## src/rtl/fcs_pkg.sv

```systemverilog
package fcs_pkg;

   typedef enum logic [1:0] {
      OP_NONE = 2'd0,
      OP_PROG = 2'd1,
      OP_SECT = 2'd2,
      OP_CHIP = 2'd3
   } fcs_op_e;

   typedef enum logic [2:0] {
      S_IDLE, S_U2, S_CMD, S_PROG, S_EU1, S_EU2, S_ESEL
   } fcs_step_e;

   // index 0: first unlock address, index 1: second unlock address
   localparam logic [1:0][15:0] UNLOCK_ADDR = {16'h2AAA, 16'h5555};

   localparam logic [7:0] KEY_A     = 8'hAA;
   localparam logic [7:0] KEY_B     = 8'h55;
   localparam logic [7:0] CMD_PROG  = 8'hA0;
   localparam logic [7:0] CMD_ERASE = 8'h80;
   localparam logic [7:0] SEL_CHIP  = 8'h10;
   localparam logic [7:0] SEL_SECT  = 8'h30;

endpackage

```

## src/rtl/fcs_match.sv

```systemverilog
module fcs_match #(
   parameter int unsigned W = 15,
   parameter logic [W-1:0] REF = '0
) (
   input  logic [W-1:0] addr,
   output logic         hit
);
   assign hit = (addr == REF);
endmodule

```

## src/rtl/fcs_seq.sv

```systemverilog
module fcs_seq
   import fcs_pkg::*;
(
   input  logic       clk,
   input  logic       rst_n,
   input  logic       accept,
   input  logic [7:0] cmd_byte,
   input  logic       hit_a,
   input  logic       hit_b,
   output logic       start,
   output fcs_op_e    start_op
);
   fcs_step_e step_q, step_d;

   always_comb begin
      step_d   = step_q;
      start    = 1'b0;
      start_op = OP_NONE;
      if (accept) begin
         step_d = S_IDLE;
         unique case (step_q)
            S_IDLE: if (hit_a && cmd_byte == KEY_A) step_d = S_U2;
            S_U2:   if (hit_b && cmd_byte == KEY_B) step_d = S_CMD;
            S_CMD: begin
               if (hit_a && cmd_byte == CMD_PROG)       step_d = S_PROG;
               else if (hit_a && cmd_byte == CMD_ERASE) step_d = S_EU1;
            end
            S_PROG: begin
               start    = 1'b1;
               start_op = OP_PROG;
            end
            S_EU1:  if (hit_a && cmd_byte == KEY_A) step_d = S_EU2;
            S_EU2:  if (hit_b && cmd_byte == KEY_B) step_d = S_ESEL;
            S_ESEL: begin
               if (hit_a && cmd_byte == SEL_CHIP) begin
                  start    = 1'b1;
                  start_op = OP_CHIP;
               end else if (cmd_byte == SEL_SECT) begin
                  start    = 1'b1;
                  start_op = OP_SECT;
               end
            end
            default: step_d = S_IDLE;
         endcase
      end
   end

   always_ff @(posedge clk) begin
      if (!rst_n) step_q <= S_IDLE;
      else        step_q <= step_d;
   end
endmodule

```

## src/rtl/fcs_timer.sv

```systemverilog
module fcs_timer
   import fcs_pkg::*;
#(
   parameter int unsigned PROG_CYCLES  = 40,
   parameter int unsigned ERASE_CYCLES = 200
) (
   input  logic    clk,
   input  logic    rst_n,
   input  logic    start,
   input  fcs_op_e start_op,
   output logic    busy
);
   localparam int unsigned MAXC = (ERASE_CYCLES > PROG_CYCLES) ? ERASE_CYCLES : PROG_CYCLES;
   localparam int unsigned CNTW = $clog2(MAXC + 1);

   logic [CNTW-1:0] cnt_q;

   always_ff @(posedge clk) begin
      if (!rst_n) begin
         busy  <= 1'b0;
         cnt_q <= '0;
      end else if (start) begin
         busy  <= 1'b1;
         cnt_q <= (start_op == OP_PROG) ? CNTW'(PROG_CYCLES - 1) : CNTW'(ERASE_CYCLES - 1);
      end else if (busy) begin
         if (cnt_q == '0) busy  <= 1'b0;
         else             cnt_q <= cnt_q - 1'b1;
      end
   end
endmodule

```

## src/rtl/flash_cmd_seq.sv

```systemverilog
module flash_cmd_seq
   import fcs_pkg::*;
#(
   parameter int unsigned AW           = 16,
   parameter int unsigned DW           = 16,
   parameter int unsigned CMP_ABITS    = 15,
   parameter int unsigned SECTOR_WORDS = 2048,
   parameter int unsigned PROG_CYCLES  = 40,
   parameter int unsigned ERASE_CYCLES = 200
) (
   input  logic                              clk,
   input  logic                              rst_n,
   input  logic                              wr_stb,
   input  logic [AW-1:0]                     wr_addr,
   input  logic [DW-1:0]                     wr_data,
   output logic                              busy,
   output logic [1:0]                        op_kind,
   output logic [AW-1:0]                     prog_addr,
   output logic [DW-1:0]                     prog_data,
   output logic [AW-$clog2(SECTOR_WORDS)-1:0] erase_sector
);
   localparam int unsigned SEC_LSB = $clog2(SECTOR_WORDS);
   localparam int unsigned SW      = AW - SEC_LSB;

   generate
      if (AW < 16 || DW < 8)
         $error("flash_cmd_seq: AW must be at least 16 and DW at least 8");
      if (CMP_ABITS < 14 || CMP_ABITS > 16 || CMP_ABITS > AW)
         $error("flash_cmd_seq: CMP_ABITS must lie in 14..16 and not exceed AW");
      if ((1 << SEC_LSB) != SECTOR_WORDS || SEC_LSB >= AW)
         $error("flash_cmd_seq: SECTOR_WORDS must be a power of two below 2**AW");
      if (PROG_CYCLES < 1 || ERASE_CYCLES < 1)
         $error("flash_cmd_seq: busy lengths must be at least one cycle");
   endgenerate

   logic [1:0] hit;
   logic       accept, start;
   fcs_op_e    start_op, kind_q;

   for (genvar i = 0; i < 2; i++) begin : g_unlock
      fcs_match #(
         .W  (CMP_ABITS),
         .REF(UNLOCK_ADDR[i][CMP_ABITS-1:0])
      ) u_match (
         .addr(wr_addr[CMP_ABITS-1:0]),
         .hit (hit[i])
      );
   end

   assign accept = wr_stb & ~busy;

   fcs_seq u_seq (
      .clk     (clk),
      .rst_n   (rst_n),
      .accept  (accept),
      .cmd_byte(wr_data[7:0]),
      .hit_a   (hit[0]),
      .hit_b   (hit[1]),
      .start   (start),
      .start_op(start_op)
   );

   fcs_timer #(
      .PROG_CYCLES (PROG_CYCLES),
      .ERASE_CYCLES(ERASE_CYCLES)
   ) u_timer (
      .clk     (clk),
      .rst_n   (rst_n),
      .start   (start),
      .start_op(start_op),
      .busy    (busy)
   );

   always_ff @(posedge clk) begin
      if (!rst_n) begin
         kind_q       <= OP_NONE;
         prog_addr    <= '0;
         prog_data    <= '0;
         erase_sector <= '0;
      end else if (start) begin
         kind_q <= start_op;
         if (start_op == OP_PROG) begin
            prog_addr <= wr_addr;
            prog_data <= wr_data;
         end
         if (start_op == OP_SECT) erase_sector <= wr_addr[AW-1:SEC_LSB];
      end
   end

   assign op_kind = busy ? kind_q : OP_NONE;
endmodule

```

## config.mk

```make
export PLATFORM = sky130hd
export DESIGN_NAME = flash_cmd_seq
export DESIGN_NICKNAME = d
export VERILOG_FILES = /design/src/rtl/fcs_pkg.sv /design/src/rtl/fcs_match.sv /design/src/rtl/fcs_seq.sv /design/src/rtl/fcs_timer.sv /design/src/rtl/flash_cmd_seq.sv
export SDC_FILE = /design/constraint.sdc
export NUM_CORES = 1
export LEC_CHECK = 0
export ABC_AREA = 1
export ABC_CLOCK_PERIOD_IN_PS = 1900
export CAP_MARGIN = 20
export CORE_UTILIZATION = 32
export DETAILED_ROUTE_END_ITERATION = 7
export GPL_ROUTABILITY_DRIVEN = 1
export PLACE_DENSITY = 0.6
export REMOVE_ABC_BUFFERS = 1
export SKIP_CTS_REPAIR_TIMING = 1
export SLEW_MARGIN = 20
export SYNTH_ARGS = -nofsm -noshare
export SYNTH_HDL_FRONTEND = slang
export SYNTH_SLANG_ARGS = --single-unit
```

## constraint.sdc

```tcl
create_clock -name clk -period 1.9 [get_ports clk]
set_clock_uncertainty 0.2 [all_clocks]
set_input_delay 0.19 -clock clk [delete_from_list [all_inputs] [get_ports clk]]
set_output_delay 0.19 -clock clk [all_outputs]
set_load 0.05 [all_outputs]
```

; After elaboration in Yosys (flattened, before gate mapping)
; Index checks and enable logic that the tools add are counted.
[word_totals]
input_bits = 35
reg_bits = 51
output_inout_bits = 40
[classes]
muxes = 23
n_reduce_logical = 11
eq_ne = 17
addsub = 1
n_bitwise = 2
[op_table]
columns = cell, n
row1 = $mux 8, 4
row2 = $eq 8x8->1 const B, 3
row3 = $eq 15x14->1 const B, 1
row4 = $eq 15x15->1 const B, 1
row5 = $pmux 3 s5, 1
row6 = $mux 3, 4
row7 = $mux 2, 5
row8 = $eq 3x3->1 const B, 3
row9 = $eq 8x5->1 const B, 1
row10 = $eq 8x6->1 const B, 1
row11 = $eq 8x7->1 const B, 1
row12 = $logic_not 8->1, 1
row13 = $sub 8x1->8 const B, 1
row14 = $mux 1, 7
row15 = $eq 3x2->1 const B, 2
row16 = $reduce_and 2->1, 3
row17 = $logic_and 1x1->1, 5
row18 = $pmux 2 s2, 1
row19 = $eq 3x1->1 const B, 1
row20 = $logic_not 3->1, 1
row21 = $eq 2x1->1 const B, 1
row22 = $eq 2x2->1 const B, 1
row23 = $ne 2x2->1 const B, 1
row24 = $pmux 1 s2, 1
row25 = other kinds (3), 3

; Logic depth before layout (Yosys ltp)
; Gate-level depths: netlist of run 1.
[depth]
depth_word = 8
depth_mapped = 13

; Cells and area by module
; From an unflattened synthesis of run 1, not the netlist that was laid out.
[hier_totals]
cells_unflattened = 460
area_unflattened_um2 = 2746.4
[by_module_without_submodules]
columns = mod, cells_per_inst, area_each_um2, instances
row1 = flash_cmd_seq, 252, 1631.6, 1
row2 = fcs_timer, 76, 515.5, 1
row3 = fcs_seq, 87, 430.4, 1
row4 = fcs_match (g_unlock[1].u_match), 23, 86.3, 1
row5 = fcs_match (g_unlock[0].u_match), 22, 82.6, 1

; Worst setup path after synthesis of run 1
; No wires, ideal clock.
[synth_timing]
path_kind = reg-to-reg
start = register u_timer.busy
end = register erase_sector[0]
stages_incl_launch_ff = 8
n_path_buf = 0
arrival_time_ps = 1511
slack_ps = 119
path_cell_list = dfxtp_1 -> nor2_4 -> inv_2 -> nor3_1 -> nand3_2 -> inv_2 -> o21ai_0 -> a21oi_1
[synth_via]
elab_chain_cells = 5
elab_cells_between_ends = 6
classes_between = eq/ne (1) / mux (2) / bitwise (2) / reduce/logical (1)
[synth_lines]
columns = element, line_no
row1 = from (decl), fcs_timer.sv:11  ; output logic busy
row2 = from (signal assigned), fcs_timer.sv:20  ; busy <= 1'b0;
row3 = from (signal assigned), fcs_timer.sv:23  ; busy <= 1'b1;
row4 = from (signal assigned), fcs_timer.sv:26  ; if (cnt_q == '0) busy <= 1'b0;
row5 = $not 1->1 *, flash_cmd_seq.sv:50  ; assign accept = wr_stb & ~busy;
row6 = $and 1x1->1 *, flash_cmd_seq.sv:50
row7 = $mux 2, fcs_seq.sv:19  ; if (accept) begin
row8 = $eq 2x2->1, flash_cmd_seq.sv:86  ; if (start_op == OP_SECT) erase_sector <= wr_addr[AW-1:SEC_LSB];
row9 = $reduce_and 2->1 (no line) *, n/a
row10 = to (signal assigned), flash_cmd_seq.sv:86
row11 = to (decl), flash_cmd_seq.sv:20  ; output logic [AW-$clog2(SECTOR_WORDS)-1:0] erase_sector
; Every way passes the cells marked *; elsewhere a longest branch is shown, timed or not.
; A chain may end at the register's enable or synchronous reset.

; Worst setup path in the final report of run 1
[layout_timing]
start = register prog_addr[2]
end = output prog_addr[2]
[layout_lines]
columns = element, line_no
row1 = from (decl), flash_cmd_seq.sv:18  ; output logic [AW-1:0] prog_addr,
row2 = from (signal assigned), flash_cmd_seq.sv:83  ; prog_addr <= wr_addr;
; No word-level cell between the ends.

==> reports/metrics.yaml, run 1 <==
sta:
  finalSetupTns_ns: 0
  relSlewSlack_pct: 65.71
  setup_violations: 0
  maxSlewViolCount: 0
  period_minus_slack_ns: 1.861
  max_freq_ghz: 0.5374
  tightestPinTransition_ns: 0.5135
  fin_crit_sh_pct: 97.95
  hold_viol: 0
finish:
  antenna_cells: 0
  drive_above_1_share_pct: 21.58
  utilization_pct: 51.87
  final.fill_count: 713
  nets: 505
  synthToLayoutAreaGrowth_pct: 56.29
logic_synthesis:
  synth_common_cells: "nand2_1 (112), dfxtp_1 (51), a21oi_1 (44)"
  yosys.cell_types.count: 27
  synth_top_area_share_pct: 42.41
  syn_inst: 349
  synth_async_sr_flop_share_pct: 0
  seq_area_frac_synth_pct: 42.41
  synth-edff-count: 0
  ys_warn_count: 0
  ys_seq_elements: 51
  syn_avg_cell_area_um2: 6.898
  synth_top_area_cell: "dfxtp_1"
  synthTopCellsByArea: "dfxtp_1 (42%), nand2_1 (17%), a21oi_1 (9.1%), nor2_1 (5.1%), inv_1 (4.8%)"
  synth.most_common_cell: "nand2_1"
  syn_area_mm2: 0.002407
  synth_ff_type: "dfxtp_1"
clock_network:
  cts_buffers: 5
  clockBufferDepth: 2
  cts-root-buf: "clkbuf_8"
  tritoncts: "yes"
  htree_levels: 2
  clk_pin_slew_worst_paths_ns: 0.09
  clock_latency_ns: 0.30
  cts.sinks: 51
global_route:
  antenna_found_initial: 0
  grt_overflow: 0
  grt_pass1_vias: 2269
  grt_pass1_wl_um: 10740
  grt_max_degree: 41
  grt_usage_pct: 17.59
setup_path:
  path_cells: "clkdlybuf4s50_1"
  worst-setup-path-type: "reg2out"
  cp_slowest_stage_delay_ns: 0.81
  startpoint_type: "flip-flop"
  cp-end-kind: "primary output"
  crit_fanout: 2
  slowest_stage: "clkdlybuf4s50_1"
  crit_family: "buffers and inverters"
  arrival_ns: 1.47
  path_buf_inv: 1
  crit_required_ns: 1.51
route:
  dr.first_iter.drc_count: 64
  final_antenna_net_count: 0
  drc: 0
  first_pass_iters: 4
  vias: 2583
  wl_per_cell_um: 12.20
  wl_um: 6918
  vias_per_cell: 4.556
worst_hold_path:
  hold_class: "in2reg"
power:
  pwr-share-clk_pct: 33.3
  intPower_mw: 1.475
  p_switching_mw: 0.4366
  worst_ir_drop_vdd_uv: 287.5
  p_sw_share_pct: 22.84
  power_frac_seq_pct: 55.9
  p_leak_nw: 1.699
  power.density_mw_per_mm2: 508.0
  power_frac_comb_pct: 10.8
place:
  gp_congestion: 0.7901
  io_buffers: 74
  place_hpwl_um: 5086
floorplanning:
  num_rows: 31
  fp.dieW_um: 88.74
  initial_core_util_pct: 33.19
  core_area_mm2: 0.007253
  die_area_mm2: 0.007874
  io_pins: 75
  fp.dieH_um: 88.74
run:
  drv_cap: 0
run_status:
  run_status: "finished, final reports clean"
[metrics by stage]
stage / hold WS, ns / power [mW] / setup WS (ns) / cells / area, µm²
after global placement: 0.2520 / 1.293 / -0.2869 / 558 / 3583
after detailed placement: 0.2527 / 1.294 / -0.3111 / 558 / 3583
after CTS: 0.2245 / 1.940 / 0.01536 / 565 / 3671
after floorplan: 0.08763 / 1.132 / -0.07346 / 337 / 2323
after global routing: 0.2293 / 1.999 / -0.01176 / 567 / 3762
final: 0.2330 / 1.911 / 0.03903 / 567 / 3762
[cells in the final DEF, fill, tap and decap left out, types with 4 or more instances in the layout]
cell / netlist / layout
nand2_1: 112 / 110
buf_4: 4 / 59
clkdlybuf4s50_1: 0 / 53
dfxtp_1: 51 / 49
a21oi_1: 44 / 43
inv_1: 31 / 31
nor2_1: 33 / 26
nand3_1: 14 / 13
nand4_1: 12 / 12
o21ai_0: 8 / 8
nor3_1: 7 / 7
nor2_2: 1 / 6
clkbuf_8: 0 / 6
buf_12: 0 / 6
dlymetal6s2s_1: 0 / 5
nand2_2: 2 / 4
nor2_4: 2 / 4
inv_2: 5 / 4
xor2_1: 4 / 4
[layer usage]
| metal | GRT usage, % | wire [µm] | up-vias | part of all wire [%] |
|---|---|---|---|---|
| li1 | - | - | 1351 | - |
| met1 | 24.05 | 3301 | 1152 | 48 |
| met2 | 26.85 | 3082 | 71 | 45 |
| met3 | 5.131 | 453 | 9 | 6.5 |
| met4 | 5.132 | 80 | 0 | 1.2 |
| met5 | 0 | 0 | - | 0 |
[registers in the layout, indices dropped and copies added, names as in the netlist]
name and count:
kind_q 2, u_timer.busy 1, erase_sector 5, u_timer.cnt_q 8, u_seq.step_q 3, prog_addr 16, prog_data 16
[layout make-up]
cell class	count	area [µm²]	area share, %
inverter	36	137.6	3.658
multi-input combinational	250	1209	32.13
clock inverter	1	5.005	0.1330
clock buffer	6	82.58	2.195
timing repair buffer	124	1181	31.39
sequential	51	1023	27.20
tap	99	123.9	3.292
[worst min-delay path, cell delays in order]
cell,delay (ns)
clkdlybuf4s50_1,0.39
nand2_1,0.06
a21oi_1,0.05
[final timing paths]
kind	start	endpoint	slack (ns)	cells after the start
max reg2reg	u_seq.step_q[2]	prog_data[9]	0.10	11
max	prog_addr[2]	prog_addr[2]	0.04	1
min reg2reg	prog_data[11]	prog_data[11]	0.27	2
min	wr_data[10]	prog_data[10]	0.23	3
[power by group through the flow]
| stage | Combinational (mW) | Clock [mW] | Sequential [mW] |
|---|---|---|---|
| global placement | 0.200 | 0 | 1.09 |
| finish | 0.207 | 0.637 | 1.07 |
| floorplan | 0.0395 | 0 | 1.09 |
| global route | 0.226 | 0.705 | 1.07 |
| CTS | 0.202 | 0.670 | 1.07 |
| detailed placement | 0.201 | 0 | 1.09 |
[cell families after synthesis]
family | count (synthesis) | share of synthesized area, %
buf+inv | 48 | 9.095
simple gates | 190 | 34.62
flops | 51 | 42.41
fa+ha+maj | 2 | 1.039
compound gates | 53 | 11.02
xor+xnor | 5 | 1.819
Note: power is estimated with default switching activity, not from simulation.
==> run 2, diff against run 1 <==
--- a/config.mk
+++ b/config.mk
@@ -8,7 +8,9 @@
 export ABC_AREA = 1
 export ABC_CLOCK_PERIOD_IN_PS = 1900
 export CAP_MARGIN = 20
+export CORE_MARGIN = 3
 export CORE_UTILIZATION = 32
+export CTS_CLUSTER_DIAMETER = 200
 export DETAILED_ROUTE_END_ITERATION = 7
 export GPL_ROUTABILITY_DRIVEN = 1
 export PLACE_DENSITY = 0.6
==> run 2 against run 1 <==
Net effect: sequential power is essentially flat; sequential cell count stayed put; die area is 9.2% higher; worst hold slack worse by 0.014 ns; critical path type unchanged; largest cell class is now non-clock buffers.
==> reports/metrics.yaml, run 2 (synthesis results as in run 1) <==
run_status:
  run_status: "finished, final reports clean"
clock_network:
  clock_latency_ns: 0.31
  htree_levels: 2
  clockBufferDepth: 2
  clk_pin_slew_worst_paths_ns: 0.10
  tritoncts: "yes"
  cts-root-buf: "clkbuf_8"
  cts.sinks: 51
  cts_buffers: 5
finish:
  multi_input_area_mm2: 0.001189
  final_design_area_no_fill_mm2: 0.003764
  antenna_cells: 0
  synthToLayoutAreaGrowth_pct: 56.34
  final_cell_mix: "nand2_1 (111), buf_4 (61), dfxtp_1 (48)"
  regArea_mm2: 0.001025
  nets: 505
  layout_commonest_cell: "nand2_1"
  reg_top3: "prog_addr (16), prog_data (16), u_timer.cnt_q (8)"
  drive_above_1_share_pct: 21.54
  final.fill_count: 715
floorplanning:
  num_rows: 30
  io_pins: 75
  fp.dieH_um: 92.74
  die_area_mm2: 0.008600
  initial_core_util_pct: 34.11
  fp.dieW_um: 92.74
  core_area_mm2: 0.007057
setup_path:
  worst-setup-path-type: "reg2out"
  cp_slowest_stage_delay_ns: 0.81
  startpoint_type: "flip-flop"
  path_depth: 1
  path_cells: "clkdlybuf4s50_1"
  crit_required_ns: 1.51
  slowest_stage: "clkdlybuf4s50_1"
  rr_worst_depth: 12
  arrival_ns: 1.48
  crit_family: "buffers and inverters"
  crit_fanout: 2
  cp-end-kind: "primary output"
  path_buf_inv: 1
place:
  gp_congestion: 0.8503
  place_hpwl_um: 5292
  place_area_mm2: 0.003582
  io_buffers: 74
route:
  wl_per_cell_um: 12.38
  vias: 2557
  first_pass_iters: 5
  final_antenna_net_count: 0
  drc: 0
  dr.first_iter.drc_count: 72
  wl_um: 6996
  vias_per_cell: 4.526
global_route:
  grt_max_degree: 27
  antenna_found_initial: 0
  grt_usage_pct: 16.40
  grt_overflow: 0
  grt_pass1_vias: 2494
  grt_pass1_wl_um: 11420
worst_hold_path:
  holdPathStages: 3
  hold_class: "in2reg"
sta:
  max_freq_ghz: 0.5351
  fin_crit_sh_pct: 98.36
  rsz0062_at_grt: "no"
  finalSetupTns_ns: 0
  period_minus_slack_ns: 1.869
  maxSlewViolCount: 0
  setup_violations: 0
  tightestPinTransition_ns: 0.5202
  hold_viol: 0
  relSlewSlack_pct: 65.27
power:
  power.density_mw_per_mm2: 516.2
  p_leak_nw: 1.833
  worst_ir_drop_vdd_uv: 274.5
run:
  drv_cap: 0
-- run 2: cell count changes in the layout (fill, tap and decap cells not counted), sizes merged --
cell,before,now
clkdlybuf4s50,53,44
clkinvlp,0,1
dlymetal6s2s,5,12
buf,65,67
-- run 2: per-stage QoR --
step                instances  power [mW]  hold slack [ns]  utilization, %  setup slack, ns
floorplan                 337       1.132          0.08763               -         -0.07346
global placement          556       1.296           0.2541           50.76          -0.2544
detailed placement        556       1.296           0.2574           50.76          -0.2861
CTS                       564       1.959           0.2139           52.16         0.005474
global route              565       2.026           0.2192           53.33         0.002551
finish                    565       1.943           0.2193           53.33          0.03110
-- run 2: final cells by class --
| type | count | share of cell area (%) |
|---|---|---|
| Tap cell | 96 | 3.191 |
| Sequential cell | 51 | 27.23 |
| Clock buffer | 6 | 2.194 |
| Timing Repair Buffer | 124 | 31.72 |
| Clock inverter | 2 | 0.4322 |
| Multi-Input combinational cell | 250 | 31.58 |
| Inverter | 36 | 3.657 |
-- run 2: worst register-to-register path: cells and delay by family, from the launching register on --
| kind | cells | cell delay [ns] |
|---|---|---|
| and+or+nand+nor | 7 | 0.58 |
| buffers and inverters | 4 | 0.48 |
| DFF | 1 | 0.35 |
| AOI/OAI and AO/OA | 1 | 0.05 |
-- run 2: worst paths after layout --
| check | start | end | slack [ns] |
|---|---|---|---|
| setup / recovery | prog_addr[1] | prog_addr[1] | 0.03 |
| hold / removal | wr_data[9] | prog_data[9] | 0.22 |
| setup reg to reg | u_seq.step_q[0] | prog_data[5] | 0.13 |
| hold reg to reg | prog_data[13] | prog_data[13] | 0.27 |
-- run 2: layer usage --
metal / vias to the layer above / wire, µm / part of all wire, % / global-route usage (%)
met4: 0 / 37 / 0.53 / 3.663
met2: 68 / 3163 / 45 / 26.22
met5: - / 0 / 0 / 0
li1: 1361 / - / - / -
met1: 1125 / 3334 / 48 / 21.76
met3: 3 / 459 / 6.6 / 5.037
-- run 2: report_power, final --
part           switching [mW]  total (mW)  internal (mW)
Combinational          0.0834       0.205          0.122
Sequential      0.00000000263        1.07           1.07
Clock                   0.371       0.669          0.298
Total                   0.455        1.94           1.49
